<file path="config.mk">
export PLATFORM = sky130hd
export DESIGN_NAME = nibble_adpcm_dec
export DESIGN_NICKNAME = d
export VERILOG_FILES = /design/src/rtl/nibble_adpcm_dec.sv
export SDC_FILE = /design/constraint.sdc
export NUM_CORES = 1
export LEC_CHECK = 0
export BUFFER_PORTS_ARGS = -buffer_cell sky130_fd_sc_hd__buf_2
export CAP_MARGIN = 20
export CORE_MARGIN = 2
export CORE_UTILIZATION = 53
export DETAILED_ROUTE_END_ITERATION = 10
export GPL_TIMING_DRIVEN = 0
export MAX_ROUTING_LAYER = met4
export PLACE_DENSITY = 0.69
export RECOVER_POWER = 50
export SETUP_SLACK_MARGIN = 0.3
export SLEW_MARGIN = 40
export SYNTH_ARGS = -nofsm -noshare
export SYNTH_HDL_FRONTEND = slang
export SYNTH_SLANG_ARGS = --single-unit
</file>
<file path="constraint.sdc">
create_clock -name clk -period 20.3 [get_ports clk]
set_input_delay 1.015 -clock clk [delete_from_list [all_inputs] [get_ports clk]]
set_output_delay 1.015 -clock clk [all_outputs]
set_load 0.01 [all_outputs]
</file>
<file path="src/rtl/nibble_adpcm_dec.sv">
module nibble_adpcm_dec #(
  parameter int PKT_SAMPLES = 28,
  parameter int NUM_FILT    = 16,
  localparam int CAW = $clog2(2 * NUM_FILT),
  localparam int PW  = $clog2(PKT_SAMPLES)
) (
  input  logic           clk,
  input  logic           rst_n,
  input  logic [7:0]     mode_ctrl,
  input  logic           fifo_clr,
  input  logic           coef_we,
  input  logic [CAW-1:0] coef_addr,
  input  logic [7:0]     coef_wdata,
  input  logic           fifo_empty,
  input  logic [7:0]     fifo_data,
  output logic           fifo_pop,
  input  logic           sample_req,
  output logic           ready,
  output logic           out_valid,
  output logic [7:0]     out_sample
);

  logic [7:0] coef [2*NUM_FILT];
  logic              hdr_need, busy;
  logic [PW-1:0]     pos;
  logic [3:0]        shamt;
  logic [CAW-2:0]    filt;
  logic [7:0]        dbyte;
  logic signed [15:0] h0, h1;

  wire decode    = (mode_ctrl & 8'h83) == 8'h82;
  wire act       = (sample_req && !busy) || busy;
  wire need_byte = !decode || hdr_need || !pos[0];
  wire silence   = act && need_byte && fifo_empty;
  wire hdr_step  = act && decode && hdr_need && !fifo_empty;
  wire emit      = act && !hdr_step;
  wire last_pos  = pos == PW'(PKT_SAMPLES - 1);

  assign ready    = !busy;
  assign fifo_pop = act && need_byte && !fifo_empty;

  wire [3:0] nib = pos[0] ? dbyte[7:4] : fifo_data[3:0];
  wire signed [7:0] c1 = $signed(coef[{filt, 1'b0}]);
  wire signed [7:0] c0 = $signed(coef[{filt, 1'b1}]);

  logic signed [15:0] shv;
  logic signed [24:0] p0, p1, acc, pr;
  logic signed [25:0] sum;
  logic signed [15:0] sat;
  logic [7:0]         q;

  always_comb begin
    shv = $signed({nib, 12'h000}) >>> shamt;
    p0  = $signed({{9{h0[15]}}, h0}) * $signed({{17{c0[7]}}, c0});
    p1  = $signed({{9{h1[15]}}, h1}) * $signed({{17{c1[7]}}, c1});
    acc = p0 + p1 + 25'sd32;
    pr  = acc >>> 6;
    sum = $signed({{10{shv[15]}}, shv}) + $signed({pr[24], pr});
    if (sum > 26'sd32767)       sat = 16'sh7fff;
    else if (sum < -26'sd32768) sat = 16'sh8000;
    else                        sat = sum[15:0];
    q = sat[15:8] + ((sat[15] && |sat[7:0]) ? 8'd1 : 8'd0);
  end

  always_ff @(posedge clk) begin
    if (!rst_n) begin
      for (int i = 0; i < 2 * NUM_FILT; i++) coef[i] <= '0;
    end else if (coef_we) begin
      coef[coef_addr] <= coef_wdata;
    end
  end

  always_ff @(posedge clk) begin
    if (!rst_n) begin
      hdr_need <= 1'b1; busy <= 1'b0; pos <= '0; shamt <= '0; filt <= '0;
      dbyte <= '0; h0 <= '0; h1 <= '0; out_valid <= 1'b0; out_sample <= 8'h80;
    end else if (fifo_clr) begin
      hdr_need <= 1'b1; busy <= 1'b0; pos <= '0; out_valid <= 1'b0;
    end else begin
      out_valid <= emit;
      busy      <= hdr_step;
      if (emit)
        out_sample <= silence ? 8'h80 : (decode ? (q ^ 8'h80) : fifo_data);
      if (hdr_step) begin
        shamt    <= fifo_data[3:0];
        filt     <= fifo_data[7:4];
        hdr_need <= 1'b0;
        pos      <= '0;
      end
      if (emit && decode && !silence) begin
        h1 <= h0;
        h0 <= sat;
        if (!pos[0]) dbyte <= fifo_data;
        pos <= last_pos ? '0 : pos + 1'b1;
        if (last_pos) hdr_need <= 1'b1;
      end
    end
  end

  AST_POP_NOT_EMPTY: assert property (@(posedge clk) disable iff (!rst_n)
    fifo_pop |-> !fifo_empty);
  AST_UNDERRUN_SILENT: assert property (@(posedge clk) disable iff (!rst_n || fifo_clr)
    (sample_req && ready && need_byte && fifo_empty) |=> (out_valid && out_sample == 8'h80));
  AST_ODD_NO_POP: assert property (@(posedge clk) disable iff (!rst_n)
    (sample_req && ready && decode && !hdr_need && pos[0]) |-> !fifo_pop);
  AST_HDR_STALL_ONE: assert property (@(posedge clk) disable iff (!rst_n || fifo_clr)
    !ready |=> ready);
  AST_POS_RANGE: assert property (@(posedge clk) disable iff (!rst_n)
    pos < PW'(PKT_SAMPLES));
  AST_VALID_FOLLOWS_REQ: assert property (@(posedge clk) disable iff (!rst_n || fifo_clr)
    (sample_req && ready && !(decode && hdr_need && !fifo_empty)) |=> out_valid);

endmodule

</file>
==> flow_summary.json, run 1 <==
{
  "muxShareOfSynthArea_pct": 8.03,
  "die_w_um": 220,
  "swShare_pct": 31.6,
  "port_buffers": 40,
  "cp-start-kind": "register",
  "hold_ws_ps": 488,
  "grt_antenna_before_repair": 0,
  "worstMarginPinSlew_ps": 1340,
  "cts-root-buf": "clkbuf_16",
  "fin_setup_tns_ps": 0,
  "start_util_pct": 53.4,
  "p_comb_share_pct": 26.5,
  "fillers": 3848,
  "synth_top_family_by_area": "adder cells",
  "clock-sinks": 320,
  "finalSetupViolCount": 0,
  "drc": 0,
  "cts_tree": "built",
  "met2_length_um": 32800,
  "worstPathRequired_ps": 20790,
  "seq_area_frac_synth_pct": 36.3,
  "synth_compound_area_share_pct": 5.60,
  "layout_worst_path_cycle_share_pct": 64.7,
  "drv_slew": 0,
  "ir_drop_mv": 0.0697,
  "status": "completed",
  "p_int_w": 0.00133,
  "seqPwrFrac_pct": 38.4,
  "hpwl_um": 49500,
  "power_leakage_nw": 10.6,
  "vias_per_cell": 5.70,
  "final-hold-violation-count": 0,
  "power_density_nw_per_um2": 72.0,
  "cts_buffers": 37,
  "critPathKind": "reg2reg",
  "pin_count": 46,
  "cp_slowest_cell": "buf_1",
  "synthXorXnorAreaFrac_pct": 1.63,
  "drt_iter0_drc": 1348,
  "cp.arrival_ps": 13640,
  "grt_pass1_wl_um": 98600,
  "avgSynthCellArea_sq_um": 11.0,
  "dr_total_vias": 16800,
  "synthCells": 2238,
  "synth_area_leader_cell": "edfxtp_1",
  "dieArea_sq_um": 48300,
  "p_clk_share_pct": 35.1,
  "overflow": 0,
  "h-tree-depth": 2,
  "fp.coreArea_sq_um": 46300,
  "rsz0062_at_grt": "false",
  "dr_wl_met3_um": 4000,
  "fmax_mhz": 76.1,
  "grt_pass1_vias": 17500,
  "crit_path_max_incr_delay_ps": 740,
  "ys.flop_type": "edfxtp_1",
  "synth_area_leaders": "edfxtp_1 31%, fa_1 21%, and2_1 9.4%, mux4_2 7.1%, dfxtp_1 5.2%",
  "top_layer_used": "met4",
  "fin_cells": 2952,
  "yosys.area_share.simple_pct": 16.8,
  "ys_ff_latch": 320,
  "routed_wl_um": 63300,
  "hold_class": "reg2reg",
  "path_clk_slew_ps": 60,
  "clockBufferDepth": 3,
  "gp_congestion": 0.964,
  "synth_nets": 2615,
  "drv_cap": 0,
  "finalClockSkew_ps": 29.7,
  "post_drt_wl_per_cell_um": 21.4,
  "synth_area_sq_um": 24700,
  "synth_adder_area_share_pct": 25.1,
  "postCtsSetupBuffers": 0,
  "synth-async-reset-ratio_pct": 0,
  "grt_max_degree": 14,
  "cts_resized": 0,
  "drtAntennaViolNets": 0,
  "ctsHoldBuffers": 0,
  "met1_length_um": 24400,
  "synth_enable_flop_cells": 256,
  "ys_warn_count": 0,
  "crit_path_end_kind": "register",
  "power.switching_w": 0.000614,
  "design_area_sq_um": 27000,
  "die_y_um": 220,
  "drive_above_1_share_pct": 8.96,
  "yosysMostFrequentCell": "and2_1",
  "clock_latency_ps": 570,
  "drtPass1Iterations": 6,
  "final_net_count": 2695,
  "maxSlewHeadroom_pct": 9.44,
  "synth_common_cells": "373 x and2_1, 299 x inv_1, 256 x edfxtp_1, 256 x fa_1, 197 x nand2_1",
  "min_period_ps": 13140,
  "yosysUniqueCellTypes": 68,
  "dp.cells": 2886,
  "grt_usage_pct": 28.1,
  "placed_cell_area_sq_um": 25700,
  "synth_top_area_share_pct": 31.1,
  "area_growth_pct": 9.11,
  "cp_max_fo": 10,
  "std_cell_rows": 79
}
[metal layers]
layer	GRT usage, %	vias up
met3	4.00	141
met5	-	-
met1	33.9	8557
met2	48.5	613
met4	9.78	0
li1	-	7524
[logic make-up (layout without fill, tap and decap cells)]
group	count (synthesis)	in the layout
and+or+nand+nor	786	786
buffers and inverters	421	527
adders and majority gates	342	342
DFF	320	320
AOI/OAI and AO/OA	223	223
muxes	100	100
xor gates and xnor gates	46	46
other	0	1
[stage by stage]
stage	setup slack (ps)	utilization [%]	total power [W]
final	7160	58.3	0.00194
after global routing	6600	58.3	0.00202
after CTS	6920	58.2	0.00194
after global placement	7230	55.5	0.00125
after detailed placement	7010	55.5	0.00126
after floorplan	9480	-	0.00112
[path summary, 6_finish.rpt]
path,start,endpoint,slack [ps],depth (start not counted)
worst min register to register,dbyte[7],dbyte[7],490,2
worst min-delay path,dbyte[7],dbyte[7],490,2
worst max register to register,register,out_sample[4],7160,43
worst max-delay path,register,out_sample[4],7160,43
[critical path, delay by kind of cell, from the launching register on]
kind	cells	cell delay [ps]
adder cells (fa/ha/maj)	10	4110
AO/OA/AOI/OAI	15	3810
buffers and inverters	9	2770
multiplexers	3	1130
AND/OR/NAND/NOR	5	750
flip-flops	1	300
XOR/XNOR	1	170
[power by group through the flow]
stage                     logic [W]  clock network [W]  registers (W)
after floorplan            0.000367                  0       0.000755
after global placement     0.000489                  0       0.000758
after detailed placement   0.000505                  0       0.000759
after CTS                  0.000508           0.000689       0.000746
after global routing       0.000566           0.000711       0.000748
final                      0.000514           0.000682       0.000746
[flip-flops by register name, summed over array words and instances (netlist names), named ones only]
signal	flops
busy	1
filt	4
out_valid	1
coef	256
out_sample	8
hdr_need	1
h0	16
dbyte	4
shamt	4
pos	5
h1	16
[cells in the final DEF (no fill, tap or decap), types with 6 or more instances in the layout]
cell type	count
a211oi_1	8
a21o_1	10
a21oi_1	69
a22oi_1	8
and2_0	140
and2_1	233
buf_1	19
buf_2	36
buf_4	9
clkbuf_1	98
clkbuf_16	37
clkinv_1	8
dfxtp_1	64
edfxtp_1	256
fa_1	256
ha_1	86
inv_1	299
mux2i_1	16
mux4_2	78
nand2_1	197
nand2b_1	26
nand3_1	19
nand4_1	6
nor2_1	108
nor2b_1	8
nor3_1	15
o21ai_0	47
o21ai_1	16
o21ai_2	11
or3_1	7
xnor2_1	36
xor2_1	10
[final cells by class]
type                    instances  area [sq um]  share of cell area [%]
multi-input cells            1497         14200                    52.6
flip-flops and latches        320          8970                    33.3
inverters                     299          1120                    4.16
clock buffers                  39           933                    3.46
well taps                     607           759                    2.82
plain buffers                 122           509                    1.89
clock inverters                26           298                    1.10
repair buffers                 41           191                   0.710
diodes                          1          2.50                 0.00928
No activity file was read; power rests on OpenSTA's default activity.
==> run 2, diff against run 1 <==
Settings changed: ABC_AREA from default to 1.
Clock period 20.3 ns to 12.79 ns, I/O delays scaled along.
==> flow_summary.json, run 2 <==
{
  "synth_common_cells": "482 x inv_1, 442 x nor2_1, 383 x nand2_1",
  "cp_slowest_cell": "buf_1",
  "routed_wl_um": 73900,
  "power.switching_w": 0.00174,
  "grt_pass1_wl_um": 112000,
  "clock-sinks": 320,
  "hpwl_um": 57100,
  "overflow": 0,
  "path_common_cell": "nand2_1",
  "min_period_ps": 11960,
  "design_area_sq_um": 26800,
  "gp_congestion": 1.11,
  "top_register": "coef",
  "grt_usage_pct": 32.2,
  "rsz0062_at_grt": "false",
  "ys.flop_type": "edfxtp_1",
  "final_common_cell": "inv_1",
  "cts_buffers": 35,
  "grt_pass1_vias": 19700,
  "finalSetupViolCount": 0,
  "fmax_mhz": 83.6,
  "path_delay_family": "adder cells",
  "hold_class": "in2reg",
  "drv_cap": 0,
  "crit_path_max_incr_delay_ps": 620,
  "clockBufferDepth": 3,
  "seqPwrFrac_pct": 28.4,
  "dieArea_sq_um": 48300,
  "cts_resized": 0,
  "yosysUniqueCellTypes": 45,
  "die_y_um": 220,
  "synth_area_sq_um": 24700,
  "fin_setup_tns_ps": 0,
  "maxSlewHeadroom_pct": 21.0,
  "final-hold-violation-count": 0,
  "grt_antenna_before_repair": 0,
  "drv_slew": 0,
  "final_cell_mix": "482 x inv_1, 443 x nor2_1, 383 x nand2_1",
  "final_net_count": 3197,
  "path_buf_inv": 13,
  "clock_latency_ps": 550,
  "synth_enable_flop_cells": 256,
  "synthCells": 2740,
  "ir_drop_mv": 0.228,
  "ys_warn_count": 0,
  "status": "completed",
  "area_growth_pct": 8.59,
  "cts_tree": "built",
  "drc": 0,
  "synth_top_area_share_pct": 31.2,
  "layout_worst_path_cycle_share_pct": 93.5,
  "p_comb_share_pct": 46.5,
  "ys_ff_latch": 320,
  "largest_reg_flops": 256,
  "swShare_pct": 41.6,
  "synth_area_leader_cell": "edfxtp_1",
  "cts-root-buf": "clkbuf_16",
  "critPathKind": "reg2reg",
  "grt_max_degree": 15,
  "worstPathRequired_ps": 13200,
  "cp.arrival_ps": 12360,
  "crit_path_end_kind": "register",
  "start_util_pct": 53.3,
  "vias_per_cell": 5.74,
  "post_drt_wl_per_cell_um": 21.4,
  "placed_cell_area_sq_um": 25700,
  "cp_max_fo": 10,
  "n_antenna_cell": 0,
  "cp-start-kind": "register",
  "std_cell_rows": 79,
  "drive_above_1_share_pct": 5.52,
  "yosysMostFrequentCell": "inv_1",
  "synth-async-reset-ratio_pct": 0,
  "die_w_um": 220,
  "p_clk_share_pct": 25.1,
  "seq_area_frac_synth_pct": 36.4,
  "largestRegisters": "coef: 256 flops, h0: 16 flops, h1: 16 flops",
  "drtAntennaViolNets": 0,
  "finalClockSkew_ps": 19.6,
  "fp.coreArea_sq_um": 46300,
  "power_density_nw_per_um2": 156,
  "drt_iter0_drc": 2405,
  "fillers": 4053,
  "synth_nets": 3117,
  "avgSynthCellArea_sq_um": 9.00,
  "ctsHoldBuffers": 0,
  "multiInputGateArea_sq_um": 13300,
  "worstMarginPinSlew_ps": 1190,
  "synth_area_leaders": "edfxtp_1 31%, fa_1 21%, inv_1 7.3%, nor2_1 6.7%, nand2_1 5.8%",
  "power_leakage_nw": 11.5,
  "pin_count": 46,
  "seqCellArea_sq_um": 8970,
  "postCtsSetupBuffers": 0,
  "dr_total_vias": 19800,
  "h-tree-depth": 2,
  "port_buffers": 39,
  "drtPass1Iterations": 6,
  "p_int_w": 0.00245,
  "path_clk_slew_ps": 60
}
==> run 2: cell count changes after synthesis, moves of 40 or more <==
cell	before	now
and2_1	373	1
nand2_1	197	383
o211ai_1	0	64
mux4_2	78	0
a21oi_1	69	160
inv_1	299	482
nor2_1	108	442
mux2i_1	17	57
nand3_1	19	73
o21ai_0	68	151
==> run 2: per-stage QoR <==
stage	utilization, %	setup WS [ps]	hold WS (ps)	instances	power, W
floorplan	-	3860	429	2740	0.00262
global placement	55.4	1410	445	3386	0.00310
detailed placement	55.5	1350	447	3390	0.00312
CTS	58.0	1340	345	3453	0.00417
global route	57.9	490	400	3453	0.00443
finish	57.9	834	358	3453	0.00419
==> run 2: layer usage <==
| layer | up-vias | routed length [um] | GRT usage (%) |
|---|---|---|---|
| met4 | 0 | 4350 | 16.9 |
| met3 | 251 | 6970 | 4.97 |
| li1 | 8861 | - | - |
| met2 | 1126 | 35100 | 51.9 |
| met5 | - | 0 | - |
| met1 | 9584 | 27500 | 39.3 |
==> run 2: area by class of cell <==
cell class                      count  area share, %
Clock buffer                       45           3.55
Timing Repair Buffer               43          0.733
Clock inverter                     18          0.846
Buffer                            109           1.82
Sequential cell                   320           33.5
Tap cell                          607           2.84
Inverter                          495           6.94
Multi-Input combinational cell   1816           49.8
==> run 2: worst register-to-register path, delay by kind of cell (launching register included) <==
family,cells,cell delay [ps]
AO/OA/AOI/OAI,12,2660
flip-flops,1,300
AND/OR/NAND/NOR,18,1850
buffers and inverters,13,2530
XOR/XNOR,1,190
adder cells (fa/ha/maj),10,4300
==> run 2: power groups by stage <==
stage	sequential (W)	combinational (W)	clock [W]
6_report	0.00119	0.00195	0.00105
5_1_grt	0.00119	0.00215	0.00109
4_1_cts	0.00119	0.00193	0.00106
3_5_place_dp	0.00121	0.00191	0
3_3_place_gp	0.00121	0.00189	0
2_1_floorplan	0.00120	0.00141	0
==> run 2: cell families (layout without fill, tap and decap cells) <==
logic type / after synthesis / in the layout / share of synthesized area [%]
AOI/OAI and AO/OA: 408 / 408 / 9.29
xor gates and xnor gates: 49 / 49 / 1.74
adders and majority gates: 342 / 342 / 25.1
buffers and inverters: 604 / 710 / 9.51
DFF: 320 / 320 / 36.4
muxes: 57 / 57 / 2.31
and+or+nand+nor: 960 / 960 / 15.6
==> run 2: worst paths after layout <==
| kind | start | endpoint | slack [ps] | cells past startpoint |
|---|---|---|---|---|
| worst max-delay path | register | out_sample[6] | 830 | 54 |
| worst min-delay path | fifo_clr | hdr_need | 360 | 3 |
| worst max register to register | register | out_sample[6] | 830 | 54 |
| worst min register to register | dbyte[6] | dbyte[6] | 460 | 2 |
